### src/rtl/ttc_regbank_pkg.sv
package ttc_regbank_pkg;
  localparam int FLAG_W   = 6;
  localparam int EVC_W    = 3;
  localparam int N_MATCH  = 3;
  localparam int N_GROUP  = 11;
  localparam int RST_BIT  = 4;
  localparam logic [FLAG_W-1:0] CTRL_INIT = 6'h21;
  // group codes: address word div channel count
  localparam int G_CLK   = 0;
  localparam int G_CTRL  = 1;
  localparam int G_COUNT = 2;
  localparam int G_INTV  = 3;
  localparam int G_MATCH = 4;
  localparam int G_FLAG  = 7;
  localparam int G_IEN   = 8;
  localparam int G_EVC   = 9;
  localparam int G_EVV   = 10;
endpackage

### src/rtl/ttc_addr_dec.sv
module ttc_addr_dec #(
  parameter int AW  = 6,
  parameter int NCH = 3,
  parameter int NGR = 11
) (
  input  logic [AW-1:0] addr_i,
  output logic [AW-1:0] chan_o,
  output logic [AW-1:0] grp_o,
  output logic          hit_o
);
  localparam int WORDS = NCH * NGR;

  always_comb begin
    chan_o = addr_i % AW'(NCH);
    grp_o  = addr_i / AW'(NCH);
    hit_o  = addr_i < AW'(WORDS);
    // a decoded hit always names an existing channel and group
    a_chan_range_r1: assert (!hit_o || (chan_o < AW'(NCH) && grp_o < AW'(NGR)));
  end
endmodule

### src/rtl/ttc_chan_regs.sv
module ttc_chan_regs
  import ttc_regbank_pkg::*;
#(
  parameter int AW = 6,
  parameter int DW = 32,
  parameter int CW = 16
) (
  input  logic                  clk_i,
  input  logic                  rst_i,
  input  logic                  wr_i,
  input  logic                  rd_i,
  input  logic [AW-1:0]         grp_i,
  input  logic [CW-1:0]         wdata_i,
  input  logic [CW-1:0]         count_i,
  input  logic [CW-1:0]         event_i,
  input  logic [FLAG_W-1:0]     flag_set_i,
  output logic [FLAG_W-1:0]     clk_ctrl_o,
  output logic [FLAG_W-1:0]     cnt_ctrl_o,
  output logic [CW-1:0]         interval_o,
  output logic [N_MATCH*CW-1:0] match_o,
  output logic [EVC_W-1:0]      ev_ctrl_o,
  output logic                  clear_o,
  output logic                  irq_o,
  output logic [DW-1:0]         rval_o
);
  localparam logic [FLAG_W-1:0] CTRL_KEEP = ~(FLAG_W'(1) << RST_BIT);

  logic [FLAG_W-1:0] clk_q, ctrl_q, flag_q, ien_q, flag_nxt, ien_nxt;
  logic [CW-1:0]     intv_q;
  logic [EVC_W-1:0]  evc_q;
  logic              clr_q, irq_q;
  logic [CW-1:0]     match_q [N_MATCH];

  function automatic logic sel(input logic [AW-1:0] g, input int code);
    return g == AW'(code);
  endfunction

  always_comb begin
    flag_nxt = ((rd_i && sel(grp_i, G_FLAG)) ? '0 : flag_q) | flag_set_i;
    ien_nxt  = (wr_i && sel(grp_i, G_IEN)) ? wdata_i[FLAG_W-1:0] : ien_q;
  end

  always_ff @(posedge clk_i) begin
    if (rst_i) begin
      clk_q  <= '0;
      ctrl_q <= CTRL_INIT;
      intv_q <= '0;
      evc_q  <= '0;
      flag_q <= '0;
      ien_q  <= '0;
      clr_q  <= 1'b0;
      irq_q  <= 1'b0;
    end else begin
      clr_q  <= wr_i && sel(grp_i, G_CTRL) && wdata_i[RST_BIT];
      flag_q <= flag_nxt;
      ien_q  <= ien_nxt;
      irq_q  <= |(flag_nxt & ien_nxt);
      if (wr_i) begin
        if (sel(grp_i, G_CLK))  clk_q  <= wdata_i[FLAG_W-1:0];
        if (sel(grp_i, G_CTRL)) ctrl_q <= wdata_i[FLAG_W-1:0] & CTRL_KEEP;
        if (sel(grp_i, G_INTV)) intv_q <= wdata_i;
        if (sel(grp_i, G_EVC))  evc_q  <= wdata_i[EVC_W-1:0];
      end
    end
  end

  for (genvar m = 0; m < N_MATCH; m++) begin : g_match
    always_ff @(posedge clk_i) begin
      if (rst_i)                                 match_q[m] <= '0;
      else if (wr_i && sel(grp_i, G_MATCH + m))  match_q[m] <= wdata_i;
    end
    assign match_o[m*CW +: CW] = match_q[m];
  end

  always_comb begin
    rval_o = '0;
    if (sel(grp_i, G_CLK))   rval_o = DW'(clk_q);
    if (sel(grp_i, G_CTRL))  rval_o = DW'(ctrl_q);
    if (sel(grp_i, G_COUNT)) rval_o = DW'(count_i);
    if (sel(grp_i, G_INTV))  rval_o = DW'(intv_q);
    for (int m = 0; m < N_MATCH; m++)
      if (sel(grp_i, G_MATCH + m)) rval_o = DW'(match_q[m]);
    if (sel(grp_i, G_FLAG))  rval_o = DW'(flag_q);
    if (sel(grp_i, G_IEN))   rval_o = DW'(ien_q);
    if (sel(grp_i, G_EVC))   rval_o = DW'(evc_q);
    if (sel(grp_i, G_EVV))   rval_o = DW'(event_i);
  end

  assign clk_ctrl_o = clk_q;
  assign cnt_ctrl_o = ctrl_q;
  assign interval_o = intv_q;
  assign ev_ctrl_o  = evc_q;
  assign clear_o    = clr_q;
  assign irq_o      = irq_q;

  p_ctrl_bit_zero_r3: assert property (@(posedge clk_i) disable iff (rst_i)
    !ctrl_q[RST_BIT]);
  p_clear_cause_r3: assert property (@(posedge clk_i) disable iff (rst_i)
    clr_q |-> $past(wr_i && sel(grp_i, G_CTRL) && wdata_i[RST_BIT]));
  p_flag_cleared_r4: assert property (@(posedge clk_i) disable iff (rst_i)
    (rd_i && sel(grp_i, G_FLAG) && flag_set_i == '0) |=> flag_q == '0);
  p_flag_no_write_r5: assert property (@(posedge clk_i) disable iff (rst_i)
    (wr_i && !rd_i && sel(grp_i, G_FLAG) && flag_set_i == '0) |=> $stable(flag_q));
  p_irq_state_r6: assert property (@(posedge clk_i) disable iff (rst_i)
    irq_q == |(flag_q & ien_q));
endmodule

### src/rtl/ttc_read_mux.sv
module ttc_read_mux #(
  parameter int AW  = 6,
  parameter int DW  = 32,
  parameter int NCH = 3
) (
  input  logic              clk_i,
  input  logic              rst_i,
  input  logic              rd_i,
  input  logic              hit_i,
  input  logic [AW-1:0]     chan_i,
  input  logic [NCH*DW-1:0] rvals_i,
  output logic [DW-1:0]     rdata_o
);
  logic [DW-1:0] pick;

  always_comb begin
    pick = '0;
    for (int c = 0; c < NCH; c++)
      if (chan_i == AW'(c)) pick = rvals_i[c*DW +: DW];
  end

  always_ff @(posedge clk_i) begin
    if (rst_i)                rdata_o <= '0;
    else if (rd_i && hit_i)   rdata_o <= pick;
    else                      rdata_o <= '0;
  end

  p_unmapped_zero_r8: assert property (@(posedge clk_i) disable iff (rst_i)
    (rd_i && !hit_i) |=> rdata_o == '0);
  p_idle_zero_r10: assert property (@(posedge clk_i) disable iff (rst_i)
    !rd_i |=> rdata_o == '0);
endmodule

### src/rtl/ttc_regbank.sv
module ttc_regbank
  import ttc_regbank_pkg::*;
#(
  parameter int AW  = 6,
  parameter int DW  = 32,
  parameter int CW  = 16,
  parameter int NCH = 3
) (
  input  logic                      clk_i,
  input  logic                      rst_i,
  input  logic                      wr_en_i,
  input  logic                      rd_en_i,
  input  logic [AW-1:0]             addr_i,
  input  logic [DW-1:0]             wdata_i,
  output logic [DW-1:0]             rdata_o,
  input  logic [NCH*CW-1:0]         count_i,
  input  logic [NCH*CW-1:0]         event_i,
  input  logic [NCH*FLAG_W-1:0]     flag_set_i,
  output logic [NCH*FLAG_W-1:0]     clk_ctrl_o,
  output logic [NCH*FLAG_W-1:0]     cnt_ctrl_o,
  output logic [NCH*CW-1:0]         interval_o,
  output logic [NCH*N_MATCH*CW-1:0] match_o,
  output logic [NCH*EVC_W-1:0]      ev_ctrl_o,
  output logic [NCH-1:0]            cnt_clear_o,
  output logic [NCH-1:0]            irq_o
);
  logic [AW-1:0]     chan, grp;
  logic              hit;
  logic [NCH*DW-1:0] rvals;

  ttc_addr_dec #(.AW(AW), .NCH(NCH), .NGR(N_GROUP)) u_dec (
    .addr_i(addr_i), .chan_o(chan), .grp_o(grp), .hit_o(hit)
  );

  for (genvar c = 0; c < NCH; c++) begin : g_ch
    logic here;
    assign here = hit && chan == AW'(c);
    ttc_chan_regs #(.AW(AW), .DW(DW), .CW(CW)) u_ch (
      .clk_i      (clk_i),
      .rst_i      (rst_i),
      .wr_i       (wr_en_i && here),
      .rd_i       (rd_en_i && here),
      .grp_i      (grp),
      .wdata_i    (wdata_i[CW-1:0]),
      .count_i    (count_i[c*CW +: CW]),
      .event_i    (event_i[c*CW +: CW]),
      .flag_set_i (flag_set_i[c*FLAG_W +: FLAG_W]),
      .clk_ctrl_o (clk_ctrl_o[c*FLAG_W +: FLAG_W]),
      .cnt_ctrl_o (cnt_ctrl_o[c*FLAG_W +: FLAG_W]),
      .interval_o (interval_o[c*CW +: CW]),
      .match_o    (match_o[c*N_MATCH*CW +: N_MATCH*CW]),
      .ev_ctrl_o  (ev_ctrl_o[c*EVC_W +: EVC_W]),
      .clear_o    (cnt_clear_o[c]),
      .irq_o      (irq_o[c]),
      .rval_o     (rvals[c*DW +: DW])
    );
  end

  ttc_read_mux #(.AW(AW), .DW(DW), .NCH(NCH)) u_rd (
    .clk_i(clk_i), .rst_i(rst_i), .rd_i(rd_en_i), .hit_i(hit),
    .chan_i(chan), .rvals_i(rvals), .rdata_o(rdata_o)
  );

  p_clear_onehot_r3: assert property (@(posedge clk_i) disable iff (rst_i)
    $onehot0(cnt_clear_o));
endmodule

### config.mk
export PLATFORM = sky130hd
export DESIGN_NAME = ttc_regbank
export DESIGN_NICKNAME = d
export VERILOG_FILES = /design/src/rtl/ttc_regbank_pkg.sv /design/src/rtl/ttc_addr_dec.sv /design/src/rtl/ttc_chan_regs.sv /design/src/rtl/ttc_read_mux.sv /design/src/rtl/ttc_regbank.sv
export SDC_FILE = /design/constraint.sdc
export NUM_CORES = 1
export LEC_CHECK = 0
export ABC_AREA = 1
export BUFFER_PORTS_ARGS = -buffer_cell sky130_fd_sc_hd__buf_2
export CORE_MARGIN = 2
export CORE_UTILIZATION = 40
export CTS_CLUSTER_SIZE = 30
export DETAILED_ROUTE_END_ITERATION = 7
export GPL_TIMING_DRIVEN = 0
export PLACE_DENSITY = 0.64
export REMOVE_ABC_BUFFERS = 1
export SYNTH_ARGS = -nofsm -noshare
export SYNTH_HDL_FRONTEND = slang
export SYNTH_SLANG_ARGS = --single-unit
### constraint.sdc
create_clock -name clk_i -period 5.1 [get_ports clk_i]
set_clock_uncertainty 0.15 [all_clocks]
set_input_delay 0 -clock clk_i [delete_from_list [all_inputs] [get_ports clk_i]]
set_output_delay 0 -clock clk_i [all_outputs]
set_load 0.02 [all_outputs]
==> impl_results.md, run 1 <==
- Post-synthesis async set-or-reset flop share: 0
- Max transition margin: 0.1016
- H-tree level count: 2
- Slew of the pin with the lowest slew margin: 1.348 ns
- Most used flip-flop cell after synthesis: sky130_fd_sc_hd__dfxtp_1
- #FFs+latches synth: 292
- Vias: 15,190
- Share of the yosys chip area belonging to registers: 0.5085
- Total power consumption of the routed design: 6.050 mW
- Area Growth Syn to Fin: 31.28%
- XOR/XNOR share of the synthesized area: 0
- Max Clk Rate: 0.2108 GHz
- Critical path's slowest cell: sky130_fd_sc_hd__dlygate4sd3_1
- Yosys warns: 0
- Fraction of layout cells with a size suffix above 1: 0.2311
- PwrDens: 321.6 nW/um^2
- Crit path max fanout: 32
- DP Worst Slack: -0.8817 ns
- Count of maximum capacitance violations: 0
- Largest family of logic cells by synthesized area: simple AND/OR/NAND/NOR gates
- Number of antenna violations at the first check in global routing: 1
- Type of the tightest min-delay check: input pin to register
- Ports placed on the boundary: 431
- Simple logic cell fraction of the synthesized area: 0.2918
- Hold Slack: 0.03516 ns
- RSZ-0062 raised after global routing: no
- Dominant cell by count in the synthesized netlist: sky130_fd_sc_hd__nand2_1
- Finish-stage setup viols: 0
- Most frequent cells after synthesis: 533 x sky130_fd_sc_hd__nand2_1, 248 x sky130_fd_sc_hd__nor2_1, 148 x sky130_fd_sc_hd__dfxtp_1, 148 x sky130_fd_sc_hd__inv_1, 144 x sky130_fd_sc_hd__edfxtp_1
- Post-route ant nets: 0
- Die outline width: 193.3 um
- Final max-slew violation count: 0
- CP endpoint kind: register
- Half-perimeter wire length after placement: 43,460 um
- Worst setup path start: addr_i[5]
- Synth Area in Compound Gates: 0.1111
- Clock latency on the worst-skew pair: 0.51 ns
- Clk pin slew, worst setup/hold paths: 0.06 ns
- Origin of the critical flop-to-flop path: g_ch[0].u_ch.match_q[0][14]$_SDFFCE_PN0P_
- Fin Setup TNS: 0 ns
- Number of remaining DRC errors: 0
- Kind of start point of the critical path: input pin
- Critical Path Max Stage Delay: 0.54 ns
- Chip Height: 193.3 um
- Maximum number of pins on one net before global-route repair: 60
- Initial core utilization: 0.4048
- Seq. cell area: 7287 um^2
- Peak supply drop: 0.2290 mV
- Number of enable-type register cells in the synthesized netlist: 144
- Final core occ: 0.5315
- Cell types with the largest area share after synthesis: sky130_fd_sc_hd__edfxtp_1 30%, sky130_fd_sc_hd__dfxtp_1 21%, sky130_fd_sc_hd__nand2_1 14%, sky130_fd_sc_hd__nor2_1 6.5%, sky130_fd_sc_hd__a21oi_1 4.6%
- Clock power frac: 0.413
- Status: complete, no violations
- Number of port buffers: 395
- Detailed-route wire length per cell: 22.31 um
- Maximum number of buffers from clock root to sink: 3
- Length of the first detailed-routing pass in iterations: 6
- Library cells used by synthesis: 40
- LEAKAGE: 8.709 nW
- P_sw: 1.741 mW
- Combinational group share of total power: 0.160
- Capture point of the worst reg-to-reg path: u_rd.rdata_o[14]$_SDFF_PP0_
- Final worst setup slack: 0.3556 ns
- Synth area leader: sky130_fd_sc_hd__edfxtp_1
- CP Data Arrival Time: 4.99 ns
- Worst-case reg-to-reg path depth: 10
- TritonCTS clock tree: yes
- Synthesized area: 14,330 um^2
- Internal Dissipation: 4.309 mW
- Average size of a mapped cell: 7.688 um^2
- Setup slack, reg-to-reg: 2.72 ns
- Mean number of vias per cell: 5.438
- Fraction of the mapped netlist area in adder cells: 0.001746
- Layout filler cell count: 3,504
- Clock buffer count from CTS: 34
- Global-route usage over all layers: 0.3198
- Register share of total power: 0.428
- Endpoint of the worst setup timing path: u_rd.rdata_o[5]$_SDFF_PP0_
- Gate count of the mapped netlist: 1,864
- Nets: 2,467
- Wire length of the first global-routing pass: 90,620 um
- Depth of the worst hold-timing path: 5
- Data required time of the critical path: 5.35 ns
- Std-Cell Rows: 69
- Overflow left after global routing: 0
- Mux share of post-synthesis cell area: 0
- Sinks on the clock net: 292
- Area of the core: 35,400 um^2
- Share of Yosys cell area claimed by the top area cell type: 0.3018
- Fin crit period: 4.744 ns
- Area of the multi-input gates: 5969 um^2
- Drt initial violations: 1,481
- Worst Setup Path Type: input pin to register
- Post-route clock period utilization: 0.9303
- Final Wtd Congestion: 0.9418
- Number of global-route vias before repair: 14,690
- Area of the die: 37,360 um^2
- Routed wire length: 62,340 um
- Top cell by count, worst path: sky130_fd_sc_hd__nand2_1
- Root buffer cell: sky130_fd_sc_hd__clkbuf_16
- Sw frac: 0.2878
- Final hold viol count: 0
metrics by stage:
stage / area, um^2 / cells
6_report: 18810 / 2794
5_1_grt: 18810 / 2793
4_1_cts: 18590 / 2775
3_5_place_dp: 16540 / 2621
3_3_place_gp: 16300 / 2610
2_1_floorplan: 13750 / 1754
what timing repair did:
item | 4_1_cts | 5_1_grt
endpoints found under the hold margin | 181 | 0
resized for setup | 1 | 11
cloned | 1 | 2
pin swaps | 1 | 7
endpoints found under the setup margin | 64 | 123
buffers inserted | 0 | 15
hold buffers | 94 | 0
sequential cells by signal, summed over array words and instances (netlist names):
| signal | cells |
|---|---|
| g_ch.u_ch.irq_o | 3 |
| g_ch.u_ch.flag_q | 18 |
| g_ch.u_ch.interval_o | 48 |
| g_ch.u_ch.ien_q | 18 |
| g_ch.u_ch.ev_ctrl_o | 9 |
| u_rd.rdata_o | 16 |
| g_ch.u_ch.clear_o | 3 |
| g_ch.u_ch.clk_ctrl_o | 18 |
| g_ch.u_ch.cnt_ctrl_o | 15 |
| g_ch.u_ch.match_q | 144 |
worst max-delay path, delay by kind of cell:
kind	cells	cell delay (ns)
AO/OA/AOI/OAI	5	0.91
AND/OR/NAND/NOR	14	1.96
adder cells (fa/ha/maj)	2	0.43
buffers and inverters	8	1.65
routing by layer:
metal  vias up  share of wire  GRT usage
li1       6963              -          -
met1      7178           0.38     0.4014
met2       897           0.46     0.5222
met3       154           0.11    0.07723
met4         2          0.050     0.1450
met5         -        0.00021          0
logic make-up after synthesis:
kind of cell | count (synthesis)
buffers and inverters | 285
DFF | 292
AOI/OAI and AO/OA | 290
and+or+nand+nor | 994
other | 1
adders and majority gates | 2
placed cells by master, fill, tap and decap left out, types with 17 or more instances in the layout:
cell and count:
sky130_fd_sc_hd__a21oi_1 132, sky130_fd_sc_hd__nand4_1 42, sky130_fd_sc_hd__dlygate4sd3_1 94, sky130_fd_sc_hd__nand2_1 529, sky130_fd_sc_hd__edfxtp_1 144, sky130_fd_sc_hd__inv_1 146
sky130_fd_sc_hd__conb_1 19, sky130_fd_sc_hd__nand3_1 123, sky130_fd_sc_hd__nor2_1 245, sky130_fd_sc_hd__dfxtp_1 148, sky130_fd_sc_hd__buf_2 395, sky130_fd_sc_hd__o211ai_1 17
sky130_fd_sc_hd__o22ai_1 23, sky130_fd_sc_hd__o21ai_0 88, sky130_fd_sc_hd__clkbuf_16 35
power groups by stage:
stage / clock (mW) / combinational (mW) / sequential [mW]
after floorplan: 0 / 0.378 / 2.70
after global placement: 0 / 0.818 / 2.64
after detailed placement: 0 / 0.845 / 2.63
after CTS: 2.51 / 0.918 / 2.58
after global routing: 2.60 / 1.03 / 2.59
final: 2.50 / 0.967 / 2.59
area by class of cell:
type | instances | area share
Multi-Input combinational cell | 1308 | 0.3173
Clock inverter | 14 | 0.009445
Sequential cell | 292 | 0.3874
Clock buffer | 45 | 0.04909
Tap cell | 461 | 0.03066
Inverter | 157 | 0.03193
Timing Repair Buffer | 516 | 0.1741
Antenna cell | 1 | 0.0001330
how the worst min path moves through the flow:
stage,slack [ns],to,start
after global routing,0.09,u_rd.rdata_o[10]$_SDFF_PP0_,count_i[26]
after CTS,0.007,u_rd.rdata_o[10]$_SDFF_PP0_,count_i[26]
after detailed placement,0.13,g_ch[2].u_ch.flag_q[5]$_SDFF_PP0_,flag_set_i[17]
after global placement,0.12,g_ch[0].u_ch.flag_q[3]$_SDFF_PP0_,flag_set_i[3]
after floorplan,-0.08,g_ch[0].u_ch.flag_q[0]$_SDFF_PP0_,rst_i
final,0.04,u_rd.rdata_o[7]$_SDFF_PP0_,count_i[23]
(Power assumes the default switching activity.)
==> run 2: changes to the inputs <==
BUFFER_PORTS_ARGS = -buffer_cell sky130_fd_sc_hd__buf_4   (was -buffer_cell sky130_fd_sc_hd__buf_2)
==> run 2 against run 1 <==
  * Hold slack got worse by 0.0026 ns
  * Global-route usage grew 0.23 points
  * First-iteration DRC count decreased by 8.6%
  * Sequential share of layout area shrank 2.0 points
  * Cell count hardly changed
  * Non-clock buffer count grew 2
  * Critical endpoint is now u_rd.rdata_o[7]$_SDFF_PP0_
  * Sequential power hardly changed
  * Final area rose by 5.4%
  * Maximum frequency fell by 0.35%
  * Power increased by 0.30%
  * Combinational power increased by 5%
  * Critical path type unchanged
  * Core utilization is 2.9 points higher
==> impl_results.md, run 2 (same netlist as run 1, synthesis figures left out) <==
- Type of the tightest min-delay check: input pin to register (unchanged)
- PwrDens: 306.0 nW/um^2 (was 321.6 nW/um^2)
- Fin Setup TNS: 0 ns (unchanged)
- RSZ-0062 raised after global routing: yes (was no)
- Total power consumption of the routed design: 6.068 mW (was 6.050 mW)
- Data required time of the critical path: 5.39 ns (was 5.35 ns)
- Fin crit period: 4.761 ns (was 4.744 ns)
- Half-perimeter wire length after placement: 44,040 um (was 43,460 um)
- Number of global-route vias before repair: 14,530 (was 14,690)
- Count of maximum capacitance violations: 0 (unchanged)
- Status: complete, no violations (unchanged)
- Final hold viol count: 0 (unchanged)
- Register with the most flip-flops: g_ch.u_ch.match_q (unchanged)
- Post-route ant nets: 0 (unchanged)
- Flip-flop count of the largest register, all copies and words added: 144 (unchanged)
- Final Wtd Congestion: 0.9316 (was 0.9418)
- Slew of the pin with the lowest slew margin: 1.311 ns (was 1.348 ns)
- LEAKAGE: 8.974 nW (was 8.709 nW)
- Clock buffer count from CTS: 35 (was 34)
- Crit path max fanout: 20 (was 32)
- Chip Height: 193.3 um (unchanged)
- Die outline width: 193.3 um (unchanged)
- Most common library cell in the layout ignoring fill and taps: sky130_fd_sc_hd__nand2_1 (unchanged)
- Fraction of layout cells with a size suffix above 1: 0.2253 (was 0.2311)
- Ports placed on the boundary: 431 (unchanged)
- Worst path buffer plus inverter count: 7 (was 8)
- Maximum number of pins on one net before global-route repair: 71 (was 60)
- Kind of start point of the critical path: input pin (unchanged)
- Setup slack, reg-to-reg: 2.31 ns (was 2.72 ns)
- Area Growth Syn to Fin: 38.40% (was 31.28%)
- Post-route clock period utilization: 0.9335 (was 0.9303)
- Area of the core: 35,400 um^2 (unchanged)
- Length of the first detailed-routing pass in iterations: 6 (unchanged)
- Finish-stage setup viols: 0 (unchanged)
- Clk pin slew, worst setup/hold paths: 0.06 ns (about the same)
- CP top delay family: simple AND/OR/NAND/NOR gates (unchanged)
- Nets: 2,469 (was 2,467)
- Std-Cell Rows: 69 (unchanged)
- Peak supply drop: 0.2596 mV (was 0.2290 mV)
- Number of antenna violations at the first check in global routing: 0 (was 1)
- Final max-slew violation count: 0 (unchanged)
- Initial core utilization: 0.4048 (unchanged)
- Number of remaining DRC errors: 0 (unchanged)
- CP endpoint kind: register (unchanged)
- Area of the die: 37,360 um^2 (unchanged)
- Sinks on the clock net: 292 (unchanged)
- Number of antenna repair diodes: 0 (was 1)
- Mean number of vias per cell: 5.420 (was 5.438)
- Overflow left after global routing: 0 (unchanged)
- Routed wire length: 63,040 um (was 62,340 um)
- Wire length of the first global-routing pass: 91,170 um (was 90,620 um)
- Top cell by count, worst path: sky130_fd_sc_hd__nand2_1 (unchanged)
- Detailed-route wire length per cell: 22.55 um (was 22.31 um)
- H-tree level count: 2 (unchanged)
- Critical Path Max Stage Delay: 0.60 ns (was 0.54 ns)
- Clock latency on the worst-skew pair: 0.51 ns (about the same)
- Maximum number of buffers from clock root to sink: 3 (unchanged)
- Global-route usage over all layers: 0.3221 (was 0.3198)
- Critical path's slowest cell: sky130_fd_sc_hd__nor2_4 (was sky130_fd_sc_hd__dlygate4sd3_1)
- CP Data Arrival Time: 5.05 ns (was 4.99 ns)
- Commonest cells after routing, fill and taps aside: 529 x sky130_fd_sc_hd__nand2_1, 401 x sky130_fd_sc_hd__buf_4, 246 x sky130_fd_sc_hd__nor2_1, 148 x sky130_fd_sc_hd__dfxtp_1, 146 x sky130_fd_sc_hd__inv_1 (was 529 x sky130_fd_sc_hd__nand2_1, 395 x sky130_fd_sc_hd__buf_2, 245 x sky130_fd_sc_hd__nor2_1, 148 x sky130_fd_sc_hd__dfxtp_1, 146 x sky130_fd_sc_hd__inv_1)
- Drt initial violations: 1,354 (was 1,481)
- Worst Setup Path Type: input pin to register (unchanged)
- Max Clk Rate: 0.2100 GHz (was 0.2108 GHz)
- Vias: 15,150 (was 15,190)
- Root buffer cell: sky130_fd_sc_hd__clkbuf_16 (unchanged)
- Number of port buffers: 395 (unchanged)
- Max transition margin: 0.1250 (was 0.1016)
- TritonCTS clock tree: yes (unchanged)
-- run 2: worst paths after layout --
kind,startpoint,to,cells after the start
max,addr_i[5],u_rd.rdata_o[7]$_SDFF_PP0_,28
min,count_i[23],u_rd.rdata_o[7]$_SDFF_PP0_,5
max reg2reg,g_ch[2].u_ch.cnt_ctrl_o[2]$_SDFFE_PP0P_,u_rd.rdata_o[2]$_SDFF_PP0_,10
min reg2reg,g_ch[1].u_ch.interval_o[14]$_SDFFE_PP0P_,g_ch[1].u_ch.interval_o[14]$_SDFFE_PP0P_,2
-- run 2: per-stage QoR --
stage / utilization / area (um^2) / instances / hold WS [ns] / setup slack, ns
floorplan: - / 13750 / 1754 / -0.08093 / 0.3655
global placement: 0.4884 / 17290 / 2610 / 0.1213 / -2.387
detailed placement: 0.4955 / 17540 / 2621 / 0.1402 / -0.8663
CTS: 0.5566 / 19700 / 2787 / 0.05094 / 0.02689
global route: 0.5603 / 19830 / 2796 / 0.1208 / -0.01238
finish: 0.5603 / 19830 / 2796 / 0.03257 / 0.3391
-- run 2: final cells by class --
cell class,count,area [um^2]
fillers,3323,15560
flip-flops and latches,292,7287
inverters,157,600.6
multi-input cells,1307,5956
well taps,461,576.8
clock buffers,54,1050
repair buffers,518,4305
clock inverters,7,57.56
-- run 2: power breakdown --
group | internal, mW | switching (mW)
logic | 0.353 | 0.668
registers | 2.53 | 0.0591
clock network | 1.46 | 0.992
-- run 2: layer usage --
metal	vias to the layer above	GRT usage	share of wire
met5	-	0	0
met4	0	0.1467	0.049
met3	155	0.07863	0.10
met2	871	0.5245	0.46
met1	7140	0.4046	0.39
li1	6988	-	-
-- run 2: worst register-to-register path: cells and delay by family (launching register included) --
family | cells | cell delay [ns]
compound gates | 2 | 0.37
buf+inv | 2 | 1.14
flops | 1 | 0.34
simple gates | 6 | 0.67
-- run 2: timing repair --
| item | 4_1_cts | 5_1_grt |
|---|---|---|
| pin swaps | 1 | 2 |
| gates resized for setup | 1 | 9 |
| endpoints found under the hold margin | 200 | 0 |
| hold buffers | 104 | 0 |
| setup endpoints to repair | 64 | 98 |
| buffers inserted | 0 | 7 |
| cloned | 1 | 1 |
